==> src/rtl/pcu_pkg.sv <==
package pcu_pkg;
  typedef logic signed [1:0] step_t;

  localparam int NCMP     = 5;
  localparam int IDX_ZERO = 0;
  localparam int IDX_HIGH = 1;
  localparam int IDX_LOW  = 2;
  localparam int IDX_TH0  = 3;
  localparam int IDX_TH1  = 4;

  // edge action code -> unit step
  function automatic step_t edge_step(input logic [1:0] act);
    case (act)
      2'd1:    edge_step = 2'sb01;
      2'd2:    edge_step = 2'sb11;
      default: edge_step = 2'sb00;
    endcase
  endfunction

  // control mode applied to a step
  function automatic step_t ctl_apply(input logic [1:0] mode, input step_t s);
    case (mode)
      2'd1:    ctl_apply = -s;
      2'd2:    ctl_apply = 2'sb00;
      default: ctl_apply = s;
    endcase
  endfunction
endpackage

==> src/rtl/pcu_filter.sv <==
module pcu_filter #(
  parameter int FW = 10
) (
  input  logic          clk,
  input  logic          rst_n,
  input  logic          en,
  input  logic [FW-1:0] thr,
  input  logic          pin,
  output logic          rise_o,
  output logic          fall_o
);
  logic          in_q, lvl_q;
  logic [FW-1:0] run_q;
  logic [FW:0]   run_nx;
  logic          differ, take;

  assign run_nx = {1'b0, run_q} + {{FW{1'b0}}, 1'b1};
  assign differ = in_q != lvl_q;
  assign take   = differ && (!en || (run_nx >= {1'b0, thr}));

  always_ff @(posedge clk or negedge rst_n) begin
    if (!rst_n) begin
      in_q   <= 1'b0;
      lvl_q  <= 1'b0;
      run_q  <= '0;
      rise_o <= 1'b0;
      fall_o <= 1'b0;
    end else begin
      in_q   <= pin;
      rise_o <= take & in_q;
      fall_o <= take & ~in_q;
      if (take) begin
        lvl_q <= in_q;
        run_q <= '0;
      end else if (differ) begin
        run_q <= run_nx[FW-1:0];
      end else begin
        run_q <= '0;
      end
    end
  end


  filt_edge_level_chk: assert property (@(posedge clk) disable iff (!rst_n)
    rise_o |-> lvl_q);
endmodule

==> src/rtl/pcu_chan.sv <==
module pcu_chan
  import pcu_pkg::*;
(
  input  logic       clk,
  input  logic       rst_n,
  input  logic       ctl_i,
  input  logic       rise_i,
  input  logic       fall_i,
  input  logic [1:0] rise_act,
  input  logic [1:0] fall_act,
  input  logic [1:0] hi_mode,
  input  logic [1:0] lo_mode,
  output step_t      step_o
);
  logic  ctl_q;
  step_t raw;

  always_ff @(posedge clk or negedge rst_n) begin
    if (!rst_n) ctl_q <= 1'b0;
    else        ctl_q <= ctl_i;
  end

  always_comb begin
    if (rise_i)      raw = edge_step(rise_act);
    else if (fall_i) raw = edge_step(fall_act);
    else             raw = 2'sb00;
    step_o = ctl_apply(ctl_q ? hi_mode : lo_mode, raw);
  end
endmodule

==> src/rtl/pcu_cmp.sv <==
module pcu_cmp
  import pcu_pkg::*;
#(
  parameter int CW = 16
) (
  input  logic            clk,
  input  logic            rst_n,
  input  logic [CW-1:0]   cnt,
  input  logic [NCMP-1:0] cmp_en,
  input  logic [CW-1:0]   thr0,
  input  logic [CW-1:0]   thr1,
  input  logic [CW-1:0]   hlim,
  input  logic [CW-1:0]   llim,
  input  logic            evt_clr,
  input  logic            evt_ie,
  output logic [NCMP-1:0] hit_o,
  output logic            evt_o,
  output logic            irq_o,
  output logic [NCMP-1:0] status_o,
  output logic [1:0]      zmode_o
);
  logic [CW-1:0]   prev_q;
  logic [NCMP-1:0] match;
  logic            moved;

  function automatic logic [1:0] zcode(input logic signed [CW-1:0] cur,
                                       input logic signed [CW-1:0] prv);
    if (cur == '0) zcode = (prv < 0) ? 2'd1 : 2'd0;
    else           zcode = (cur < 0) ? 2'd2 : 2'd3;
  endfunction

  always_comb begin
    match           = '0;
    match[IDX_ZERO] = cnt == '0;
    match[IDX_HIGH] = cnt == hlim;
    match[IDX_LOW]  = cnt == llim;
    match[IDX_TH0]  = cnt == thr0;
    match[IDX_TH1]  = cnt == thr1;
  end

  assign moved = cnt != prev_q;
  assign hit_o = match & cmp_en & {NCMP{moved}};
  assign irq_o = evt_o & evt_ie;

  always_ff @(posedge clk or negedge rst_n) begin
    if (!rst_n) begin
      prev_q   <= '0;
      evt_o    <= 1'b0;
      status_o <= '0;
      zmode_o  <= 2'd0;
    end else begin
      prev_q <= cnt;
      evt_o  <= (evt_o & ~evt_clr) | (|hit_o);
      if (|hit_o) begin
        status_o <= hit_o;
        zmode_o  <= zcode($signed(cnt), $signed(prev_q));
      end
    end
  end


  evt_set_chk: assert property (@(posedge clk) disable iff (!rst_n)
    (|hit_o) |=> evt_o);

  evt_sticky_chk: assert property (@(posedge clk) disable iff (!rst_n)
    (evt_o && !evt_clr) |=> evt_o);

  evt_clear_chk: assert property (@(posedge clk) disable iff (!rst_n)
    (evt_clr && !(|hit_o)) |=> !evt_o);

  status_latch_chk: assert property (@(posedge clk) disable iff (!rst_n)
    (|hit_o) |=> (status_o == $past(hit_o)));

  zmode_from_neg_chk: assert property (@(posedge clk) disable iff (!rst_n)
    ((|hit_o) && cnt == '0 && $signed(prev_q) < 0) |=> (zmode_o == 2'd1));
endmodule

==> src/rtl/pcu_unit.sv <==
module pcu_unit
  import pcu_pkg::*;
#(
  parameter int NCH   = 2,
  parameter int CNT_W = 16,
  parameter int FLT_W = 10
) (
  input  logic               clk,
  input  logic               rst_n,
  input  logic [NCH-1:0]     pulse_i,
  input  logic [NCH-1:0]     ctrl_i,
  input  logic               flt_en_i,
  input  logic [FLT_W-1:0]   flt_thr_i,
  input  logic [2*NCH-1:0]   rise_act_i,
  input  logic [2*NCH-1:0]   fall_act_i,
  input  logic [2*NCH-1:0]   hi_mode_i,
  input  logic [2*NCH-1:0]   lo_mode_i,
  input  logic [NCMP-1:0]    cmp_en_i,
  input  logic [CNT_W-1:0]   thr0_i,
  input  logic [CNT_W-1:0]   thr1_i,
  input  logic [CNT_W-1:0]   hlim_i,
  input  logic [CNT_W-1:0]   llim_i,
  input  logic               cnt_clr_i,
  input  logic               cnt_hold_i,
  input  logic               evt_clr_i,
  input  logic               evt_ie_i,
  output logic [CNT_W-1:0]   count_o,
  output logic               evt_o,
  output logic               irq_o,
  output logic [NCMP-1:0]    status_o,
  output logic [1:0]         zmode_o
);
  step_t                    step [NCH];
  logic [NCH-1:0]           rise, fall;
  logic signed [CNT_W-1:0]  delta;
  logic [CNT_W-1:0]         cnt_q;
  logic                     lim_wrap;
  logic [NCMP-1:0]          hit;

  for (genvar c = 0; c < NCH; c++) begin : g_ch
    pcu_filter #(.FW(FLT_W)) u_flt (
      .clk(clk), .rst_n(rst_n), .en(flt_en_i), .thr(flt_thr_i),
      .pin(pulse_i[c]), .rise_o(rise[c]), .fall_o(fall[c])
    );
    pcu_chan u_chan (
      .clk(clk), .rst_n(rst_n), .ctl_i(ctrl_i[c]),
      .rise_i(rise[c]), .fall_i(fall[c]),
      .rise_act(rise_act_i[2*c+1:2*c]), .fall_act(fall_act_i[2*c+1:2*c]),
      .hi_mode(hi_mode_i[2*c+1:2*c]), .lo_mode(lo_mode_i[2*c+1:2*c]),
      .step_o(step[c])
    );
  end

  always_comb begin
    delta = '0;
    for (int c = 0; c < NCH; c++) delta = delta + CNT_W'(step[c]);
  end

  assign lim_wrap = (cmp_en_i[IDX_HIGH] && cnt_q == hlim_i) ||
                    (cmp_en_i[IDX_LOW]  && cnt_q == llim_i);

  always_ff @(posedge clk or negedge rst_n) begin
    if (!rst_n)           cnt_q <= '0;
    else if (cnt_clr_i)   cnt_q <= '0;
    else if (lim_wrap)    cnt_q <= '0;
    else if (!cnt_hold_i) cnt_q <= cnt_q + delta;
  end

  assign count_o = cnt_q;

  pcu_cmp #(.CW(CNT_W)) u_cmp (
    .clk(clk), .rst_n(rst_n), .cnt(cnt_q), .cmp_en(cmp_en_i),
    .thr0(thr0_i), .thr1(thr1_i), .hlim(hlim_i), .llim(llim_i),
    .evt_clr(evt_clr_i), .evt_ie(evt_ie_i), .hit_o(hit),
    .evt_o(evt_o), .irq_o(irq_o), .status_o(status_o), .zmode_o(zmode_o)
  );


  hold_freeze_chk: assert property (@(posedge clk) disable iff (!rst_n)
    (cnt_hold_i && !cnt_clr_i && !lim_wrap) |=> $stable(cnt_q));

  clear_zero_chk: assert property (@(posedge clk) disable iff (!rst_n)
    cnt_clr_i |=> (cnt_q == '0));

  limit_wrap_chk: assert property (@(posedge clk) disable iff (!rst_n)
    (lim_wrap && !cnt_clr_i) |=> (cnt_q == '0));

  limit_event_chk: assert property (@(posedge clk) disable iff (!rst_n)
    (hit[IDX_HIGH] || hit[IDX_LOW]) |-> lim_wrap);
endmodule

==> config.mk <==
export PLATFORM = sky130hd
export DESIGN_NAME = pcu_unit
export DESIGN_NICKNAME = d
export VERILOG_FILES = /design/src/rtl/pcu_pkg.sv /design/src/rtl/pcu_filter.sv /design/src/rtl/pcu_chan.sv /design/src/rtl/pcu_cmp.sv /design/src/rtl/pcu_unit.sv
export SDC_FILE = /design/constraint.sdc
export NUM_CORES = 1
export LEC_CHECK = 0
export BUFFER_PORTS_ARGS = -buffer_cell sky130_fd_sc_hd__buf_2
export CAP_MARGIN = 20
export CORE_MARGIN = 1
export CORE_UTILIZATION = 50
export DETAILED_ROUTE_END_ITERATION = 10
export GPL_ROUTABILITY_DRIVEN = 0
export PLACE_DENSITY = 0.81
export SETUP_SLACK_MARGIN = 0.4
export SLEW_MARGIN = 25
export SYNTH_ARGS = -nofsm -noshare
export SYNTH_HDL_FRONTEND = slang
export SYNTH_SLANG_ARGS = --single-unit
==> constraint.sdc <==
create_clock -name clk -period 8 [get_ports clk]
set_input_delay 0 -clock clk [delete_from_list [all_inputs] [get_ports clk]]
set_output_delay 0 -clock clk [all_outputs]
set_load 0.01 [all_outputs]
; ---- Word-level counts from Yosys, hierarchy flattened
; Index checks and enable logic that the tools add are counted.
; Widths: inputs -> output; s select.
[word_totals]
regBits = 70
wordCells = 91
[op_classes]
n_addsub = 6
order_cmp = 4
n_eq_ne = 20
n_mux = 22
bitwise = 12
n_reduce_logical = 10
[ops]
columns = cell, count
row1 = $eq 16x16->1, 4
row2 = $mux 16, 3
row3 = $mux 10, 4
row4 = $lt 16x1->1 const B, 2
row5 = $pmux 2 s2, 6
row6 = $add 10x1->11 const B, 2
row7 = $ge 11x10->1, 2
row8 = $add 16x16->16, 1
row9 = $logic_not 16->1, 1
row10 = $ne 16x16->1, 1
row11 = $mux 2, 7
row12 = $eq 2x1->1 const B, 6
row13 = $eq 2x2->1 const B, 6
row14 = $and 5x5->5, 2
row15 = $and 1x1->1, 6
row16 = $reduce_or 5->1, 1
row17 = $logic_and 1x1->1, 4
row18 = $neg 2->2, 2
row19 = $add 2x2->3, 1
row20 = $logic_or 1x1->1, 3
row21 = $ne 3x2->1 const B, 1
row22 = $not 1->1, 3
row23 = $mux 1, 2
row24 = $ne 1x1->1, 2
row25 = other kinds (2), 2

; ---- Logic depth before layout (Yosys ltp)
[depth]
depth_word = 11
mapped_depth = 17
depth_no_buf = 17

; ---- By module
; From an unflattened synthesis, not the netlist that was laid out.
[unflattened]
cells_unflattened = 640
area_unflattened_um2 = 5919.4
[modules_own_cells]
columns = mod, instances, cells_each, area_each_um2, seq_area_each_um2
row1 = pcu_unit, 1, 229, 1919.3, 400.4
row2 = pcu_cmp, 1, 195, 1910.6, 600.6
row3 = pcu_filter, 2, 88, 885.8, 350.3
row4 = pcu_chan, 2, 20, 158.9, 25.0

; ---- Worst setup path before layout
; Ideal clock, no wire load.
[synth_path]
kind = register to register
start = register g_ch[1].u_chan.ctl_q
end = register cnt_q[13], in the netlist count_o[13]
setup_ns = 0.094
arrival_time_ns = 3.883
slack_ns = 4.023
path_stages_with_launch = 14
period_less_slack_ns = 3.977
cell_sequence = dfrtp_1 > mux2_2 > ha_1 > nor2_1 > mux2_2 > a22o_1 > fa_1 > ha_1 > and3_1 > a221o_1 > a221oi_1 > o21ai_0 > xnor2_1 > a211oi_1
[synth_between]
elab_chain_cells = 8
word_cells_on_any_way = 9
[synth_lines]
columns = item, line_no
row1 = from (decl), pcu_chan.sv:15  ; logic ctl_q;
row2 = from (signal assigned), pcu_chan.sv:20  ; else ctl_q <= ctl_i;
row3 = $mux 2 *, pcu_chan.sv:27  ; step_o = ctl_apply(ctl_q ? hi_mode : lo_mode, raw);
row4 = $eq 2x2->1 / $eq 2x1->1 (equally long branches), pcu_pkg.sv:22  ; case (mode)
row5 = $pmux 2 s2 *, pcu_pkg.sv:22
row6 = $add 2x2->3 *, pcu_unit.sv:56  ; for (int c = 0; c < NCH; c++) delta = delta + CNT_W'(step[c]);
row7 = $add 16x16->16 *, pcu_unit.sv:66  ; else if (!cnt_hold_i) cnt_q <= cnt_q + delta;
row8 = $mux 16 *, pcu_unit.sv:66
row9 = $mux 16 *, pcu_unit.sv:65  ; else if (lim_wrap) cnt_q <= '0;
row10 = $mux 16 *, pcu_unit.sv:64  ; else if (cnt_clr_i) cnt_q <= '0;
row11 = to (signal assigned), pcu_unit.sv:66
row12 = to (decl), pcu_unit.sv:36  ; logic [CNT_W-1:0] cnt_q;
; Mark *: on every way between the ends. The rest lies on a longest branch, timed or not. The select of a mux whose other input is x is not followed.
; A chain may end at the register's enable or synchronous reset.

; ---- Final worst setup path
; Ends and elaborated chain as after synthesis.

==> results.py <==
metrics = {
    "run_status": {
        "status": "completed",
    },
    "clock_tree": {
        "clockRootBuffer": "clkbuf_8",
        "cts_resized": 0,
        "cts_max_level": 3,
        "clock_sinks": 70,
        "cts_setup_buffers": 0,
        "numCtsBuffers": 9,
        "max-clock-path-buffers": 2,
        "path_clk_slew_ns": 0.08,
        "cts_hold_buf": 7,
        "insertion_delay_ns": 0.35,
        "tritoncts": "built",
    },
    "drt": {
        "wl_um": 13300,
        "detail-route-antenna-nets": 0,
        "routed_via_density": 5.54,
        "avgRoutedWirePerCell_um": 16.2,
        "via_count": 4543,
        "drc": 0,
        "first_pass_iters": 4,
        "drtIter0Drc": 365,
    },
    "floorplanning": {
        "floorplan.rows": 37,
        "die-area_mm2": 0.0110,
        "core_area_mm2": 0.0103,
        "die_h_um": 105,
        "die_x_um": 105,
        "start_util_pct": 51.4,
        "num_io_pins": 131,
    },
    "yosys": {
        "muxShareOfSynthArea_pct": 2.88,
        "synth-simple-area-share_pct": 16.8,
        "post-synth-top-area-fraction_pct": 33.0,
        "netlist_instances": 549,
        "async_flop_share_pct": 100,
        "seq_area_frac_synth_pct": 33.0,
        "synth_xor_area_share_pct": 18.9,
        "ys_warn_count": 0,
        "synth.distinct_cells": 57,
        "yosys.area_share.adder_pct": 12.0,
        "synth_top_family_by_area": "XOR/XNOR gates",
        "synth_nets": 704,
        "synth_area_leaders": "dfrtp_1, xnor2_1, ha_1",
        "yosysTopAreaCell": "dfrtp_1",
        "netlist_area_mm2": 0.00531,
        "synth-main-ff-cell": "dfrtp_1",
        "synth_edf_count": 0,
        "avgSynthCellArea_um2": 9.67,
        "synth_compound_area_share_pct": 11.5,
        "ys_ff_latch": 70,
    },
    "worst_setup_path": {
        "r2r_start": "g_ch[1].u_chan.ctl_q",
        "cpLargestDelayFamily": "adder cells",
        "crit_required_ns": 8.26,
        "cp-start-kind": "register",
        "cp_cell_sequence": "mux2_2 > ha_1 > nor2_1 > mux2_2 > a22o_1 > fa_1 > ha_1 > and3_1 > a221o_1 > a221oi_1 > o21ai_0 > xnor2_1 > a211oi_1",
        "startpoint": "g_ch[1].u_chan.ctl_q",
        "worstSetupEndpointType": "register",
        "cp_slowest_cell": "fa_1",
        "max_stage_delay_ns": 0.69,
        "crit_fanout": 17,
        "cp.arrival_ns": 4.60,
        "crit_buf_inv": 0,
        "worstSetupPathType": "reg2reg",
    },
    "global_routing": {
        "grt_pass1_wl_um": 22100,
        "antenna_found_initial": 0,
        "grt_max_degree": 71,
        "track_usage_pct": 25.4,
        "grt-ovfl-total": 0,
        "grt_pass1_vias": 4769,
    },
    "cells_and_area": {
        "drive_above_1_share_pct": 24.3,
        "layout_commonest_cell": "buf_2",
        "final_nets": 834,
        "fin_util_pct": 61.1,
        "antenna_cells": 0,
        "final_cell_mix": "buf_2, xnor2_1, dfrtp_1",
        "area_growth_syn_to_layout_pct": 18.9,
        "n_fill_cell": 841,
    },
    "worst_hold_path": {
        "holdCritPathClass": "in2reg",
        "holdCritStartpoint": "cmp_en_i[4]",
    },
    "sta": {
        "worst_hold_slack_ns": 0.0344,
        "tightest_slew_ns": 0.880,
        "finClkSkew_ns": 0.0121,
        "drv_slew": 0,
        "setup_viol": 0,
        "fin_crit_ns": 4.35,
        "fin_setup_tns_ns": 0,
        "max_slew_margin_pct": 41.3,
        "final_hold_viol_count": 0,
        "max_freq_mhz": 230,
        "period_share_pct": 54.3,
        "rsz0062_at_grt": "no",
    },
    "pwr": {
        "p_per_area_mw_per_mm2": 169,
        "leakage_nw": 3.11,
        "p_total_mw": 1.07,
        "irDropWorstVdd_uv": 75.2,
    },
    "placed_design": {
        "io_buffers": 130,
        "dp_hpwl_um": 9960,
    },
    "flow_run": {
        "cap_viol_max_count": 0,
    },
}
stage by stage:
stage               std cells  setup slack, ns  cell area (um^2)
global route              820             3.37              6310
detailed placement        797             3.69              5990
finish                    820             3.65              6310
CTS                       820             3.66              6310
global placement          797             3.82              5990
floorplan                 549             4.02              5310
cell usage after synthesis (4+ instances only):
| library cell | number |
|---|---|
| o21bai_1 | 4 |
| nand4_1 | 20 |
| nor2b_1 | 19 |
| nor3b_1 | 5 |
| mux2_2 | 6 |
| dfrtp_1 | 70 |
| nand2_1 | 34 |
| nand3_1 | 16 |
| nand2b_1 | 4 |
| ha_1 | 46 |
| a221oi_1 | 4 |
| buf_4 | 4 |
| a21o_1 | 18 |
| nor4_1 | 7 |
| inv_1 | 32 |
| buf_2 | 7 |
| a21oi_1 | 25 |
| mux2i_1 | 7 |
| and3_1 | 9 |
| nor3_1 | 6 |
| xor2_1 | 16 |
| nor2_1 | 33 |
| xnor2_1 | 87 |
| buf_6 | 6 |
| o21ai_0 | 12 |
worst paths after layout:
check	endpoint	slack, ns	cells past startpoint
hold reg to reg	g_ch[0].u_flt.fall_o	0.50	1
setup reg to reg	count_o[13]	3.65	13
hold / removal	u_cmp.status_o[4]	0.03	5
min in group asynchronous	g_ch[0].u_chan.ctl_q	0.37	3
max in group asynchronous	count_o[6]	7.04	3
setup / recovery	count_o[13]	3.65	13
power breakdown:
part	switching [mW]	internal [mW]	leakage [nW]
combinational	0.144	0.140	2.05
clock	0.134	0.215	0.126
sequential	0.0489	0.383	0.939
total	0.326	0.739	3.11
flip-flops by register name (all words and copies together) (netlist names):
| signal | cells |
|---|---|
| g_ch.u_flt.fall_o | 2 |
| u_cmp.evt_o | 1 |
| g_ch.u_flt.lvl_q | 2 |
| g_ch.u_flt.run_q | 20 |
| count_o | 16 |
| g_ch.u_flt.rise_o | 2 |
| u_cmp.prev_q | 16 |
| g_ch.u_flt.in_q | 2 |
| g_ch.u_chan.ctl_q | 2 |
| u_cmp.zmode_o | 2 |
| u_cmp.status_o | 5 |
worst reg2reg max path, delay by kind of cell, from the launching register on:
kind,cells,cell delay (ns)
flops,1,0.38
compound gates,5,1.33
simple gates,2,0.27
xor+xnor,1,0.15
fa+ha+maj,3,1.49
mux,2,0.63
layer usage:
| layer | GRT usage [%] | up-vias | wire (um) |
|---|---|---|---|
| met5 | 0 | - | 0 |
| met1 | 29.8 | 2124 | 5350 |
| met4 | 13.3 | 0 | 470 |
| li1 | - | 2180 | - |
| met2 | 43.6 | 203 | 6400 |
| met3 | 5.43 | 36 | 1100 |
layout make-up:
cell class | instances | area [um^2] | area share [%]
clock inverter | 6 | 109 | 1.72
sequential | 70 | 1750 | 27.8
multi-input combinational | 427 | 3290 | 52.1
timing repair buffer | 138 | 728 | 11.5
tap | 136 | 170 | 2.70
inverter | 33 | 124 | 1.96
clock buffer | 10 | 138 | 2.18
cells by family (layout without fill, tap and decap cells):
group                      after synthesis  count (layout)
xor gates and xnor gates               107             107
muxes                                   14              14
AOI/OAI and AO/OA                       90              90
DFF                                     70              70
adders and majority gates               49              49
buffers and inverters                   52             187
and+or+nand+nor                        167             167
No activity file was read; power rests on OpenSTA's default activity.
